[src/rtl/coh_pkg.sv]
package coh_pkg;
   typedef enum logic [1:0] {
      LN_INV = 2'b00,
      LN_SHR = 2'b01,
      LN_MOD = 2'b10
   } line_st_e;

   typedef enum logic [2:0] {
      BC_NONE = 3'd0,
      BC_RD   = 3'd1,
      BC_RDX  = 3'd2,
      BC_UPG  = 3'd3,
      BC_WB   = 3'd4
   } bus_cmd_e;

   typedef enum logic [1:0] {
      F_IDLE = 2'd0,
      F_REQ  = 2'd1,
      F_WAIT = 2'd2
   } fsm_st_e;
endpackage

[src/rtl/coh_line_store.sv]
module coh_line_store
   import coh_pkg::*;
#(
   parameter int LINES  = 4,
   parameter int IDX_W  = 2,
   parameter int TAG_W  = 4,
   parameter int DATA_W = 16
) (
   input  logic                   clk,
   input  logic                   rst_n,
   input  logic [IDX_W-1:0]       a_idx,
   input  logic                   lw_en,
   input  logic [1:0]             lw_state,
   input  logic                   lw_tag_en,
   input  logic [TAG_W-1:0]       lw_tag,
   input  logic                   lw_data_en,
   input  logic [DATA_W-1:0]      lw_data,
   output logic [1:0]             a_state,
   output logic [TAG_W-1:0]       a_tag,
   output logic [DATA_W-1:0]      a_data,
   input  logic [IDX_W-1:0]       b_idx,
   input  logic                   sn_en,
   input  logic [1:0]             sn_state,
   output logic [1:0]             b_state,
   output logic [TAG_W-1:0]       b_tag,
   output logic [DATA_W-1:0]      b_data,
   output logic [LINES-1:0][1:0]  st_all
);
   logic [LINES-1:0][TAG_W-1:0]  tag_q;
   logic [LINES-1:0][DATA_W-1:0] data_q;

   for (genvar i = 0; i < LINES; i++) begin : g_line
      always_ff @(posedge clk) begin
         if (!rst_n) begin
            st_all[i] <= LN_INV;
            tag_q[i]  <= '0;
            data_q[i] <= '0;
         end else if (lw_en && a_idx == IDX_W'(i)) begin
            st_all[i] <= lw_state;
            if (lw_tag_en)  tag_q[i]  <= lw_tag;
            if (lw_data_en) data_q[i] <= lw_data;
         end else if (sn_en && b_idx == IDX_W'(i)) begin
            st_all[i] <= sn_state;
         end
      end

      // Line state never takes the unused code 2'b11.
      a_r1_legal_state: assert property (@(posedge clk) disable iff (!rst_n)
         st_all[i] != 2'b11);
   end

   assign a_state = st_all[a_idx];
   assign a_tag   = tag_q[a_idx];
   assign a_data  = data_q[a_idx];
   assign b_state = st_all[b_idx];
   assign b_tag   = tag_q[b_idx];
   assign b_data  = data_q[b_idx];
endmodule

[src/rtl/coh_snoop_ctl.sv]
module coh_snoop_ctl
   import coh_pkg::*;
#(
   parameter int TAG_W = 4
) (
   input  logic             snp_valid,
   input  logic [2:0]       snp_cmd,
   input  logic [TAG_W-1:0] snp_tag,
   input  logic [1:0]       line_state,
   input  logic [TAG_W-1:0] line_tag,
   output logic             hit,
   output logic             supply,
   output logic             upd_en,
   output logic [1:0]       upd_state
);
   always_comb begin
      hit       = snp_valid && line_state != LN_INV && line_tag == snp_tag;
      supply    = 1'b0;
      upd_en    = 1'b0;
      upd_state = line_state;
      if (hit) begin
         unique case (snp_cmd)
            BC_RD: begin
               if (line_state == LN_MOD) begin
                  supply    = 1'b1;
                  upd_en    = 1'b1;
                  upd_state = LN_SHR;
               end
            end
            BC_RDX: begin
               supply    = line_state == LN_MOD;
               upd_en    = 1'b1;
               upd_state = LN_INV;
            end
            BC_UPG: begin
               upd_en    = 1'b1;
               upd_state = LN_INV;
            end
            default: ;
         endcase
      end
   end
endmodule

[src/rtl/coh_ctrl_fsm.sv]
module coh_ctrl_fsm
   import coh_pkg::*;
#(
   parameter int IDX_W  = 2,
   parameter int TAG_W  = 4,
   parameter int DATA_W = 16,
   localparam int AW    = IDX_W + TAG_W
) (
   input  logic              clk,
   input  logic              rst_n,
   input  logic              cpu_valid,
   input  logic              cpu_write,
   input  logic [IDX_W-1:0]  cpu_idx,
   input  logic [TAG_W-1:0]  cpu_tag,
   input  logic [DATA_W-1:0] cpu_wdata,
   input  logic              snp_block,
   output logic              cpu_ready,
   input  logic [1:0]        a_state,
   input  logic [TAG_W-1:0]  a_tag,
   input  logic [DATA_W-1:0] a_data,
   output logic              lw_en,
   output logic [1:0]        lw_state,
   output logic              lw_tag_en,
   output logic              lw_data_en,
   output logic [DATA_W-1:0] lw_data,
   output logic              bus_req,
   input  logic              bus_gnt,
   output logic [2:0]        bus_cmd,
   output logic [AW-1:0]     bus_addr,
   output logic [DATA_W-1:0] bus_wdata,
   input  logic              bus_done,
   input  logic [DATA_W-1:0] bus_rdata
);
   fsm_st_e           st_q, st_d;
   logic [2:0]        cmd_q;
   logic [AW-1:0]     addr_q;
   logic [DATA_W-1:0] wdata_q;

   logic       hit, local_ok;
   logic [2:0] cmd_pick;

   always_comb begin
      hit      = a_state != LN_INV && a_tag == cpu_tag;
      local_ok = hit && (!cpu_write || a_state == LN_MOD);
      if (a_state == LN_MOD && a_tag != cpu_tag) cmd_pick = BC_WB;
      else if (!cpu_write)                       cmd_pick = BC_RD;
      else if (hit && a_state == LN_SHR)         cmd_pick = BC_UPG;
      else                                       cmd_pick = BC_RDX;
   end

   always_comb begin
      st_d       = st_q;
      cpu_ready  = 1'b0;
      lw_en      = 1'b0;
      lw_state   = LN_INV;
      lw_tag_en  = 1'b0;
      lw_data_en = 1'b0;
      lw_data    = cpu_wdata;
      bus_req    = 1'b0;
      bus_cmd    = BC_NONE;
      bus_addr   = addr_q;
      bus_wdata  = wdata_q;
      unique case (st_q)
         F_IDLE: begin
            if (cpu_valid && !snp_block) begin
               if (local_ok) begin
                  cpu_ready = 1'b1;
                  if (cpu_write) begin
                     lw_en      = 1'b1;
                     lw_state   = LN_MOD;
                     lw_data_en = 1'b1;
                  end
               end else begin
                  st_d = F_REQ;
               end
            end
         end
         F_REQ: begin
            bus_req   = 1'b1;
            bus_cmd   = cmd_pick;
            bus_addr  = (cmd_pick == BC_WB) ? {a_tag, cpu_idx} : {cpu_tag, cpu_idx};
            bus_wdata = a_data;
            if (bus_gnt) st_d = F_WAIT;
         end
         F_WAIT: begin
            bus_req = 1'b1;
            bus_cmd = cmd_q;
            if (bus_done) begin
               st_d  = F_IDLE;
               lw_en = 1'b1;
               unique case (cmd_q)
                  BC_RD: begin
                     lw_state   = LN_SHR;
                     lw_tag_en  = 1'b1;
                     lw_data_en = 1'b1;
                     lw_data    = bus_rdata;
                  end
                  BC_RDX: begin
                     lw_state   = LN_MOD;
                     lw_tag_en  = 1'b1;
                     lw_data_en = 1'b1;
                     lw_data    = bus_rdata;
                  end
                  BC_UPG:  lw_state = LN_MOD;
                  default: lw_state = LN_INV;
               endcase
            end
         end
         default: st_d = F_IDLE;
      endcase
   end

   always_ff @(posedge clk) begin
      if (!rst_n) begin
         st_q    <= F_IDLE;
         cmd_q   <= BC_NONE;
         addr_q  <= '0;
         wdata_q <= '0;
      end else begin
         st_q <= st_d;
         if (st_q == F_REQ && bus_gnt) begin
            cmd_q   <= bus_cmd;
            addr_q  <= bus_addr;
            wdata_q <= bus_wdata;
         end
      end
   end

   a_r12_req_held: assert property (@(posedge clk) disable iff (!rst_n)
      bus_req && !bus_done |=> bus_req);
   a_r12_no_ready_in_flight: assert property (@(posedge clk) disable iff (!rst_n)
      $past(bus_req) && !$past(bus_done) |-> !cpu_ready);
   a_r2_fill_shared: assert property (@(posedge clk) disable iff (!rst_n)
      bus_done && bus_cmd == BC_RD |=> a_state == LN_SHR);
   a_r5_upgrade_to_mod: assert property (@(posedge clk) disable iff (!rst_n)
      bus_done && bus_cmd == BC_UPG |=> a_state == LN_MOD);
   a_r7_writeback_clears: assert property (@(posedge clk) disable iff (!rst_n)
      bus_done && bus_cmd == BC_WB |=> a_state == LN_INV);
   a_r12_cmd_stable: assert property (@(posedge clk) disable iff (!rst_n)
      $past(bus_req && bus_gnt) && bus_req |-> bus_cmd == $past(bus_cmd));
endmodule

[src/rtl/coh_snoop_cache.sv]
module coh_snoop_cache
   import coh_pkg::*;
#(
   parameter int ADDR_W = 6,
   parameter int DATA_W = 16,
   parameter int LINES  = 4,
   localparam int IDX_W = $clog2(LINES),
   localparam int TAG_W = ADDR_W - IDX_W
) (
   input  logic              clk,
   input  logic              rst_n,
   input  logic              cpu_valid,
   input  logic              cpu_write,
   input  logic [ADDR_W-1:0] cpu_addr,
   input  logic [DATA_W-1:0] cpu_wdata,
   output logic              cpu_ready,
   output logic [DATA_W-1:0] cpu_rdata,
   output logic              bus_req,
   input  logic              bus_gnt,
   output logic [2:0]        bus_cmd,
   output logic [ADDR_W-1:0] bus_addr,
   output logic [DATA_W-1:0] bus_wdata,
   input  logic              bus_done,
   input  logic [DATA_W-1:0] bus_rdata,
   input  logic              snp_valid,
   input  logic [2:0]        snp_cmd,
   input  logic [ADDR_W-1:0] snp_addr,
   output logic              snp_supply,
   output logic [DATA_W-1:0] snp_data
);
   if (LINES < 2 || (LINES & (LINES - 1)) != 0) begin : g_bad_lines
      $error("LINES must be a power of two of at least 2");
   end
   if (ADDR_W <= IDX_W) begin : g_bad_addr
      $error("ADDR_W must leave at least one tag bit");
   end

   logic [IDX_W-1:0]  cpu_idx, snp_idx, snp_idx_q;
   logic [TAG_W-1:0]  cpu_tag, snp_tag;
   logic [1:0]        a_state, b_state, lw_state, sn_state;
   logic [TAG_W-1:0]  a_tag, b_tag;
   logic [DATA_W-1:0] a_data, b_data, lw_data;
   logic              lw_en, lw_tag_en, lw_data_en, sn_en, snp_hit, snp_block;
   logic [LINES-1:0][1:0] st_all;

   assign cpu_idx   = cpu_addr[IDX_W-1:0];
   assign cpu_tag   = cpu_addr[ADDR_W-1:IDX_W];
   assign snp_idx   = snp_addr[IDX_W-1:0];
   assign snp_tag   = snp_addr[ADDR_W-1:IDX_W];
   assign snp_block = snp_valid && snp_idx == cpu_idx;
   assign cpu_rdata = a_data;
   assign snp_data  = b_data;

   coh_line_store #(.LINES(LINES), .IDX_W(IDX_W), .TAG_W(TAG_W), .DATA_W(DATA_W)) u_store (
      .clk, .rst_n,
      .a_idx(cpu_idx), .lw_en, .lw_state, .lw_tag_en, .lw_tag(cpu_tag),
      .lw_data_en, .lw_data, .a_state, .a_tag, .a_data,
      .b_idx(snp_idx), .sn_en, .sn_state, .b_state, .b_tag, .b_data, .st_all
   );

   coh_snoop_ctl #(.TAG_W(TAG_W)) u_snoop (
      .snp_valid, .snp_cmd, .snp_tag, .line_state(b_state), .line_tag(b_tag),
      .hit(snp_hit), .supply(snp_supply), .upd_en(sn_en), .upd_state(sn_state)
   );

   coh_ctrl_fsm #(.IDX_W(IDX_W), .TAG_W(TAG_W), .DATA_W(DATA_W)) u_fsm (
      .clk, .rst_n, .cpu_valid, .cpu_write, .cpu_idx, .cpu_tag, .cpu_wdata,
      .snp_block, .cpu_ready, .a_state, .a_tag, .a_data,
      .lw_en, .lw_state, .lw_tag_en, .lw_data_en, .lw_data,
      .bus_req, .bus_gnt, .bus_cmd, .bus_addr, .bus_wdata, .bus_done, .bus_rdata
   );

   always_ff @(posedge clk) begin
      if (!rst_n) snp_idx_q <= '0;
      else        snp_idx_q <= snp_idx;
   end

   a_r8_supply_leaves_dirty: assert property (@(posedge clk) disable iff (!rst_n)
      snp_supply |=> st_all[snp_idx_q] != LN_MOD);
   a_r9_snoop_kills_line: assert property (@(posedge clk) disable iff (!rst_n)
      snp_hit && (snp_cmd == BC_RDX || snp_cmd == BC_UPG) |=> st_all[snp_idx_q] == LN_INV);
   a_r12_snoop_not_own: assert property (@(posedge clk) disable iff (!rst_n)
      !(snp_valid && bus_gnt));
   a_r12_snoop_holds_cpu: assert property (@(posedge clk) disable iff (!rst_n)
      snp_valid && snp_idx == cpu_idx |-> !cpu_ready);
endmodule

[config.mk]
export PLATFORM = sky130hd
export DESIGN_NAME = coh_snoop_cache
export DESIGN_NICKNAME = d
export VERILOG_FILES = /design/src/rtl/coh_pkg.sv /design/src/rtl/coh_line_store.sv /design/src/rtl/coh_snoop_ctl.sv /design/src/rtl/coh_ctrl_fsm.sv /design/src/rtl/coh_snoop_cache.sv
export SDC_FILE = /design/constraint.sdc
export NUM_CORES = 1
export LEC_CHECK = 0
export ABC_AREA = 1
export BUFFER_PORTS_ARGS = -buffer_cell sky130_fd_sc_hd__buf_4
export CELL_PAD_IN_SITES_DETAIL_PLACEMENT = 1
export CELL_PAD_IN_SITES_GLOBAL_PLACEMENT = 1
export CORE_MARGIN = 3
export CORE_UTILIZATION = 40
export DETAILED_ROUTE_END_ITERATION = 10
export PLACE_DENSITY = 0.79
export SETUP_SLACK_MARGIN = 0.15
export SYNTH_ARGS = -nofsm -noshare
export SYNTH_HDL_FRONTEND = slang
export SYNTH_SLANG_ARGS = --single-unit
[constraint.sdc]
create_clock -name clk -period 2.68 [get_ports clk]
set_input_delay 0.402 -clock clk [delete_from_list [all_inputs] [get_ports clk]]
set_output_delay 0.402 -clock clk [all_outputs]
set_load 0.03 [all_outputs]
# Yosys cells after proc, flatten, opt, wreduce, memory -nomap -nowiden
# Index checks and enable logic that the tools add are counted.
# word_totals
ff_bits	115
input_bits	54
out_inout_bits	60
elab_cells	148
# op_classes
magnitude_cmp	2
eq_ne	26
muxes	62
reduce_logical	42
# ops
cell	n
16-bit 2-to-1 mux	6
16-bit binary-select mux with 2-bit select	2
2-bit 2-to-1 mux	20
1-bit logical AND	17
4-bit binary-select mux with 2-bit select	2
2-bit AND reduction	8
1-bit 2-to-1 mux	15
2-bit equality test, second input constant	7
3-bit by 2-bit equality test with 1-bit output, second input constant	4
6-bit 2-to-1 mux	2
2-bit case mux with 2 select lines	3
2-bit nonzero test	6
2-bit binary-select mux with 2-bit select	2
2-bit by 1-bit equality test with 1-bit output, second input constant	4
4-bit equality test	2
4-bit 2-to-1 mux	2
1-bit case mux with 2 select lines	4
2-bit OR reduction	4
3-bit by 1-bit equality test with 1-bit output, second input constant	2
2-bit logical NOT	3
2-bit by 3-bit less-than comparator with 1-bit output, second input constant	2
3-bit 2-to-1 mux	2
2-bit != test, second input constant	3
2-bit case mux with 3 select lines	1
8 further kinds	9

# Depth between registers and ports, before layout
# Gate-level depths: netlist (run 1).
# depth
depth_word	11
ltp_mapped	19
mapped_depth_nobuf	17

# Hierarchy
# A second synthesis (run 1) with hierarchy kept.
# unflattened
cells_unflattened	1026
area_unflattened_um2	6416.2
# by_module_without_submodules
mod	n_inst	cells_each	area_per_inst_um2
coh_line_store	1	647	4309.1
coh_ctrl_fsm	1	317	1811.7
coh_snoop_ctl	1	52	256.5
coh_snoop_cache	1	10	38.8

# Worst setup path before layout (run 1)
# Ideal clock, no wire load.
# synth_path
path_type	in2out
from	in cpu_addr[0]
to	out bus_wdata[5]
t_arrival_ns	2.220
required_ns	2.278
slack_ns	0.058
path_stages	9
path_buffers	4
path_cell_list	buf_2 buf_4 nor2_1 clkbuf_1 buf_2 a22oi_1 o221ai_1 nand2_1 o21ai_0
# synth_between
elab_chain_len	3
# synth_rtl
element	line	rtl
start: declaration	coh_snoop_cache.sv:14	input logic [ADDR_W-1:0] cpu_addr,
16-bit binary-select mux with 2-bit select	coh_line_store.sv:54	assign a_data = data_q[a_idx];
16-bit 2-to-1 mux (implied by the code)	coh_line_store.sv:54	
via cpu_rdata[5]	coh_snoop_cache.sv:17	output logic [DATA_W-1:0] cpu_rdata,
16-bit 2-to-1 mux	coh_ctrl_fsm.sv:63	unique case (st_q)
end: declaration	coh_snoop_cache.sv:22	output logic [DATA_W-1:0] bus_wdata,
# The timed path passes the listed nets, and every way through them passes these cells. The select of a mux whose other input is x is not followed.

# Worst setup path after layout (run 1)
# layout_path
from	reg u_store.tag_q[11] (netlist name)
to	out bus_addr[2]
# layout_between
elab_chain_len	11
elab_cells_between_ends	13
classes_between	eq/ne (3); mux (7); reduce/logical (3)
# layout_rtl
element	line	rtl
start: declaration	coh_line_store.sv:29	logic [LINES-1:0][TAG_W-1:0] tag_q;
start signal: indexed assignment	coh_line_store.sv:40	if (lw_tag_en) tag_q[i] <= lw_tag;
4-bit binary-select mux with 2-bit select *	coh_line_store.sv:53	assign a_tag = tag_q[a_idx];
4-bit 2-to-1 mux (implied by the code) *	coh_line_store.sv:53	
4-bit equality test	coh_ctrl_fsm.sv:43	hit = a_state != LN_INV && a_tag == cpu_tag;
1-bit logical AND	coh_ctrl_fsm.sv:43	
1-bit logical AND	coh_ctrl_fsm.sv:47	else if (hit && a_state == LN_SHR) cmd_pick = BC_UPG;
1-bit 2-to-1 mux	coh_ctrl_fsm.sv:47	
3-bit 2-to-1 mux	coh_ctrl_fsm.sv:46	else if (!cpu_write) cmd_pick = BC_RD;
3-bit 2-to-1 mux *	coh_ctrl_fsm.sv:45	if (a_state == LN_MOD && a_tag != cpu_tag) cmd_pick = BC_WB;
3-bit equality test *	coh_ctrl_fsm.sv:81	bus_addr = (cmd_pick == BC_WB) ? {a_tag, cpu_idx} : {cpu_tag, cpu_idx};
6-bit 2-to-1 mux *	coh_ctrl_fsm.sv:81	
6-bit 2-to-1 mux *	coh_ctrl_fsm.sv:63	
end: declaration	coh_snoop_cache.sv:21	output logic [ADDR_W-1:0] bus_addr,
# Every way passes the cells marked *; elsewhere a longest branch is shown, timed or not. The select of a mux whose other input is x is not followed.

==> results.json, run 1 <==
{
  "outcome": "finished, final reports clean",
  "cts.path.max_buffers": 2,
  "clkPwrFrac": 0.403,
  "switching_share": 0.332,
  "grt_max_degree": 82,
  "ys_warn_count": 0,
  "yosysUniqueCellTypes": 32,
  "hold_ws_ns": 0.296,
  "die_area_um2": 18900,
  "io_pins": 114,
  "tritoncts": "yes",
  "hold_start": "cpu_addr[5]",
  "hold_path.class": "primary input to register",
  "ant_nets": 0,
  "cts-root-buf": "clkbuf_16",
  "firstDrtPassIters": 5,
  "synth_seq_area_share": 0.333,
  "grt_remaining_overflow": 0,
  "slew_viol_final": 0,
  "grt_pass1_vias": 7540,
  "startpoint": "u_store.tag_q[11]",
  "fmax_mhz": 391,
  "p_int_w": 0.00380,
  "ir_drop_mv": 0.693,
  "leakage_nw": 4.21,
  "min_to": "u_store.tag_q[3]",
  "clock_sinks": 115,
  "drive_above_1_share": 0.226,
  "worst_ep_arrival_time_ns": 2.16,
  "route.detailed.drc": 0,
  "drv_cap": 0,
  "syn_area_um2": 6920,
  "initial_utilization": 0.413,
  "dp.cells": 1390,
  "synthToLayoutAreaGrowth_pct": 31.2,
  "rsz0062_at_grt": "true",
  "place_hpwl_um": 16800,
  "synth_seq_cells": 115,
  "start_kind": "register",
  "r2r_end": "u_store.tag_q[11]",
  "nFillCells": 2224,
  "r2r_start": "u_store.tag_q[11]",
  "period_share": 0.955,
  "worstRegToRegCells": 17,
  "worstMarginPinSlew_ns": 1.02,
  "crit_required_ns": 2.28,
  "fp.dieH_um": 138,
  "diodes": 0,
  "rows": 47,
  "synth_nets": 1142,
  "portBuffers": 113,
  "wl_per_cell_um": 17.8,
  "dieWidth_um": 138,
  "avgSynthCellArea_um2": 6.38,
  "worst_slew_margin_rel": 0.317,
  "gr-usage-all-layers": 0.268,
  "vias_per_cell": 5.38,
  "path_class": "register to output pin",
  "cts_max_level": 4,
  "cts_buffers": 17,
  "fin_crit_ns": 2.56,
  "final.setup_skew_ns": 0.00632,
  "core_area_um2": 16800,
  "crit_path_max_fanout": 3,
  "nNetsFinal": 1263,
  "insertion_delay_ns": 0.42,
  "setup_viol": 0,
  "clkSlewWorstSetupHoldPaths_ns": 0.05,
  "utilization": 0.541,
  "grt_pass1_wl_um": 39500,
  "wl_um": 25700,
  "finalNonFillerCells": 1439,
  "power_density_nw_per_um2": 627,
  "antenna_found_initial": 0,
  "postSynthCellCount": 1085,
  "drt-initial-drc-count": 457,
  "r2r_slack_ns": 0.27,
  "via_count": 7747,
  "hold_buffers": 0,
  "pwr-share-comb": 0.272,
  "pwr-share-seq": 0.325,
  "hold_path_depth": 3,
  "gp_congestion": 0.830,
  "p_sw_w": 0.00189,
  "hold_viol_final": 0,
  "critPathCaptureType": "output pin"
}
## cell usage after synthesis, drive strengths merged
cell type,n,area (um2)
o21bai,2,15.0
a21oi,45,225
mux2i,16,160
o221ai,32,280
clkinv,1,3.75
buf,37,218
nand4,46,303
nand2,289,1110
dfxtp,115,2300
o21a,1,7.51
nor2,110,420
a22oi,32,240
inv,184,691
ha,3,37.5
o21ai,65,325
a21boi,1,7.51
nor2b,34,213
o22ai,4,25.0
nand3,41,233
clkbuf,26,97.6
o211ai,1,7.51
## cell families after synthesis
kind of cell,after synthesis,synth area share
and+or+nand+nor,520,0.329
DFF,115,0.333
muxes,16,0.0231
AOI/OAI and AO/OA,183,0.164
adders and majority gates,3,0.00543
buffers and inverters,248,0.146
## worst max-delay path by stage
stage	end	slack, ns	cells after the start
after CTS	bus_addr[2]	0.15	16
after detailed placement	u_store.tag_q[10]	-0.1	18
final	bus_addr[2]	0.12	14
after global placement	bus_addr[5]	-0.07	18
after floorplan	snp_supply	0.18	12
after global routing	bus_cmd[0]	-0.02	16
## registers in the layout, summed over array words and instances, names as in the netlist
register / count
u_store.st_all: 8
u_fsm.wdata_q: 16
u_fsm.addr_q: 6
u_store.tag_q: 16
u_fsm.st_q: 2
u_fsm.cmd_q: 3
u_store.data_q: 64
## critical path, stage by stage (launching register included)
cell      delay (ns)
dfxtp_2         0.34
inv_2           0.06
o21ai_2         0.14
nand2_2         0.07
nand2_2         0.08
nand2_1         0.06
nand2_1         0.08
nand2_2         0.07
nor2_4          0.14
nor2_4          0.06
inv_4           0.08
nand2_4         0.07
o21ai_4         0.18
o21bai_1        0.13
buf_4           0.17
## area by class of cell
type | count | area (um2) | area share
tap | 220 | 275 | 0.0303
clock buffer | 24 | 492 | 0.0542
clock inverter | 8 | 100 | 0.0110
sequential | 115 | 2330 | 0.256
timing repair buffer | 164 | 1320 | 0.146
multi-input combinational | 723 | 3860 | 0.425
inverter | 185 | 697 | 0.0768
## through the flow
step           total power [W]  TNS, ns  setup slack [ns]  area (um2)
2_1_floorplan          0.00282        0             0.175        6950
3_3_place_gp           0.00330   -0.127           -0.0730        8100
3_5_place_dp           0.00332    -1.40           -0.0996        8100
4_1_cts                0.00563        0             0.146        8840
5_1_grt                0.00596  -0.0291           -0.0168        9070
6_report               0.00569        0             0.121        9070
## power by group through the flow
stage / logic (W) / registers [W] / clock network (W)
global placement: 0.00142 / 0.00188 / 0
global route: 0.00169 / 0.00186 / 0.00241
CTS: 0.00148 / 0.00185 / 0.00231
detailed placement: 0.00143 / 0.00189 / 0
finish: 0.00155 / 0.00185 / 0.00229
floorplan: 0.000942 / 0.00188 / 0
## layout by cell type (no fill, tap or decap), types with 17 or more instances in the layout
cell type  netlist  final
a21oi_1         45     45
a22oi_1         32     32
buf_4            4    152
clkbuf_16        0     17
dfxtp_1        115    102
inv_1          182    177
nand2_1        284    269
nand2_2          3     17
nand3_1         37     30
nand4_1         45     45
nor2_1         109    103
nor2b_1         34     34
o21ai_0         60     49
o221ai_1        32     32
## timing repair
item | CTS | global route
pin swaps | 7 | 16
gates cloned | 0 | 1
setup endpoints to repair | 6 | 74
resized for setup | 28 | 55
setup buffers | 12 | 4
## per-layer routing
metal	vias up	routed length, um	global-route usage
li1	3728	-	-
met1	3751	11600	0.369
met2	226	12000	0.429
met3	42	1650	0.0548
met4	0	442	0.0698
met5	-	0	0
(Power assumes the default switching activity.)
==> run 2: changes to the inputs <==
Settings changed: ABC_AREA 1 to default, CORE_UTILIZATION 40 to 44.
==> run 2 against run 1 <==
The run now ends with setup timing left. Via count down 25%. Sequential power shrank 5%. Clock skew is 0.00067 ns lower. Synthesized cell count down 41%.
==> results.json, run 2 <==
{
  "ir_drop_mv": 0.456,
  "grt_max_degree": 64,
  "ys_warn_count": 0,
  "p_sw_w": 0.00150,
  "cts_max_level": 4,
  "synth_seq_cells": 115,
  "synth_top_flop_cell": "dfxtp_1",
  "insertion_delay_ns": 0.42,
  "dieWidth_um": 127,
  "design_area_um2": 8630,
  "hold_path.class": "primary input to register",
  "drv_cap": 0,
  "start_kind": "register",
  "critPathCaptureType": "output pin",
  "clkSlewWorstSetupHoldPaths_ns": 0.05,
  "pwr-share-comb": 0.206,
  "rsz0062_at_grt": "true",
  "hold_buffers": 0,
  "p_total_w": 0.00538,
  "final.setup_skew_ns": 0.00565,
  "top_regs": "u_store.data_q x64, u_fsm.wdata_q x16, u_store.tag_q x16",
  "slowest_stage": "mux4_2",
  "outcome": "complete, but fails checks",
  "dp.cells": 920,
  "drt-initial-drc-count": 442,
  "pwr-share-seq": 0.328,
  "hold_viol_final": 0,
  "die_area_um2": 16200,
  "worst_ep_arrival_time_ns": 2.39,
  "switching_share": 0.279,
  "worstMarginPinSlew_ns": 0.730,
  "diodes": 0,
  "gp_congestion": 0.838,
  "fp.dieH_um": 127,
  "place_hpwl_um": 14400,
  "syn_area_um2": 6460,
  "synthTopCellsByCount": "nand2_1, dfxtp_1, mux2i_1, mux4_2, mux2_2",
  "fin_crit_ns": 2.80,
  "fmax_mhz": 358,
  "cts_buffers": 17,
  "gr-usage-all-layers": 0.278,
  "worstRegToRegCells": 8,
  "p_int_w": 0.00388,
  "place_area_um2": 7640,
  "clock_sinks": 115,
  "worst_slew_margin_rel": 0.512,
  "initial_utilization": 0.458,
  "synth-edff-count": 0,
  "violations": "setup timing",
  "path_depth": 7,
  "setup_viol": 8,
  "clkPwrFrac": 0.466,
  "nNetsFinal": 831,
  "path_class": "register to output pin",
  "antenna_found_initial": 0,
  "synth_seq_area_share": 0.356,
  "synth_top_area_share": 0.356,
  "period_share": 1.04,
  "path_delay_family": "multiplexers",
  "cts-root-buf": "clkbuf_16",
  "wl_per_cell_um": 23.6,
  "portBuffers": 113,
  "rows": 43,
  "route.detailed.drc": 0,
  "final_common_cell": "buf_4",
  "postSynthCellCount": 645,
  "tritoncts": "yes",
  "most-common-layout-cells": "buf_4, nand2_1, dfxtp_1",
  "regMostFlops": "u_store.data_q",
  "io_pins": 114,
  "power_density_nw_per_um2": 623,
  "slowest_delay_ns": 0.53,
  "grt_pass1_wl_um": 34800,
  "slew_viol_final": 0,
  "vias_per_cell": 6.01,
  "drive_above_1_share": 0.385,
  "via_count": 5816,
  "cts.path.max_buffers": 2,
  "hold_path_depth": 3,
  "ant_nets": 0,
  "setup_ws_ns": -0.116,
  "nFillCells": 1491,
  "setup_tns_ns": -0.657,
  "firstDrtPassIters": 5,
  "avgSynthCellArea_um2": 10.0,
  "grt_pass1_vias": 6263,
  "crit_required_ns": 2.28,
  "largest_reg_flops": 64,
  "wl_um": 22800,
  "leakage_nw": 3.61,
  "synthToLayoutAreaGrowth_pct": 33.6,
  "grt_remaining_overflow": 0,
  "synthArstFlopShare": 0,
  "ys_top_cells_by_area": "dfxtp_1, mux4_2, mux2i_1",
  "synth_most_common_cell": "nand2_1",
  "crit_path_max_fanout": 6,
  "crit_chain": "mux4_2 -> xnor2_2 -> a41oi_4 -> buf_12 -> mux2i_4 -> a21oi_2 -> buf_6",
  "synth_area_leader_cell": "dfxtp_1",
  "synth_nets": 702,
  "path_buf_inv": 2,
  "finalNonFillerCells": 967,
  "core_area_um2": 14100,
  "yosysUniqueCellTypes": 52
}
-- run 2: cell types whose count changed in the layout (fill, tap and decap cells not counted), sizes merged, moves of 32 or more --
cell    change
inv       -177
mux2       +36
mux2i      +72
mux4       +41
nand2     -152
nand3      -37
nand4      -46
nor2       -94
o21ai      -47
o221ai     -32
-- run 2: timing repair --
item,CTS,global route
cloned,0,1
setup buffers,9,5
endpoints found under the setup margin,9,77
resized for setup,29,10
pin swaps,6,2
endpoints found under the hold margin,0,0
-- run 2: layout make-up --
type                            count  area (um2)  share of cell area
Timing Repair Buffer              160        1360               0.157
Tap cell                          180         225              0.0261
Multi-Input combinational cell    473        4070               0.471
Inverter                            7        26.3             0.00304
Sequential cell                   115        2310               0.268
Clock inverter                     10         179              0.0207
Clock buffer                       22         464              0.0538
-- run 2: final timing paths --
kind                     start                 end  slack [ns]
min                    bus_gnt      u_fsm.cmd_q[0]        0.32
min reg2reg   u_fsm.wdata_q[7]    u_fsm.wdata_q[7]        0.46
max reg2reg  u_store.tag_q[15]  u_store.data_q[61]        0.23
max          u_store.tag_q[15]         bus_addr[3]       -0.12
-- run 2: per-stage QoR --
step | setup WS (ns) | utilization | hold WS [ns]
after floorplan | 0.0290 | - | 0.441
after global placement | 0.0589 | 0.542 | 0.447
after detailed placement | -0.0315 | 0.542 | 0.455
after CTS | -0.0763 | 0.603 | 0.294
after global routing | -0.187 | 0.612 | 0.329
final | -0.116 | 0.612 | 0.316
-- run 2: worst reg2reg max path, delay by kind of cell (launching register included) --
kind | cells | cell delay [ns]
compound gates | 1 | 0.18
buf+inv | 2 | 0.36
flops | 1 | 0.33
xor+xnor | 1 | 0.23
mux | 2 | 0.80
simple gates | 2 | 0.46
-- run 2: power by group through the flow --
| stage | registers, W | clock network [W] | logic, W |
|---|---|---|---|
| after floorplan | 0.00179 | 0 | 0.000649 |
| after global placement | 0.00179 | 0 | 0.000971 |
| after detailed placement | 0.00180 | 0 | 0.000993 |
| after CTS | 0.00176 | 0.00252 | 0.00107 |
| after global routing | 0.00176 | 0.00260 | 0.00117 |
| final | 0.00176 | 0.00251 | 0.00111 |
-- run 2: kinds of logic (layout without fill, tap and decap cells) --
family,after synthesis,count (layout),share of synthesized area
AO/OA/AOI/OAI,91,91,0.0974
XOR/XNOR,15,15,0.0203
adder cells (fa/ha/maj),3,3,0.00581
buffers and inverters,57,199,0.0440
flip-flops,115,115,0.356
multiplexers,165,165,0.342
AND/OR/NAND/NOR,199,199,0.134
-- run 2: per-layer routing --
layer  part of all wire  global-route usage  vias up
met3              0.055              0.0648       62
met5                  0                   0        -
met1               0.43               0.349     2954
li1                   -                   -     2578
met4              0.028               0.112        0
met2               0.49               0.465      222
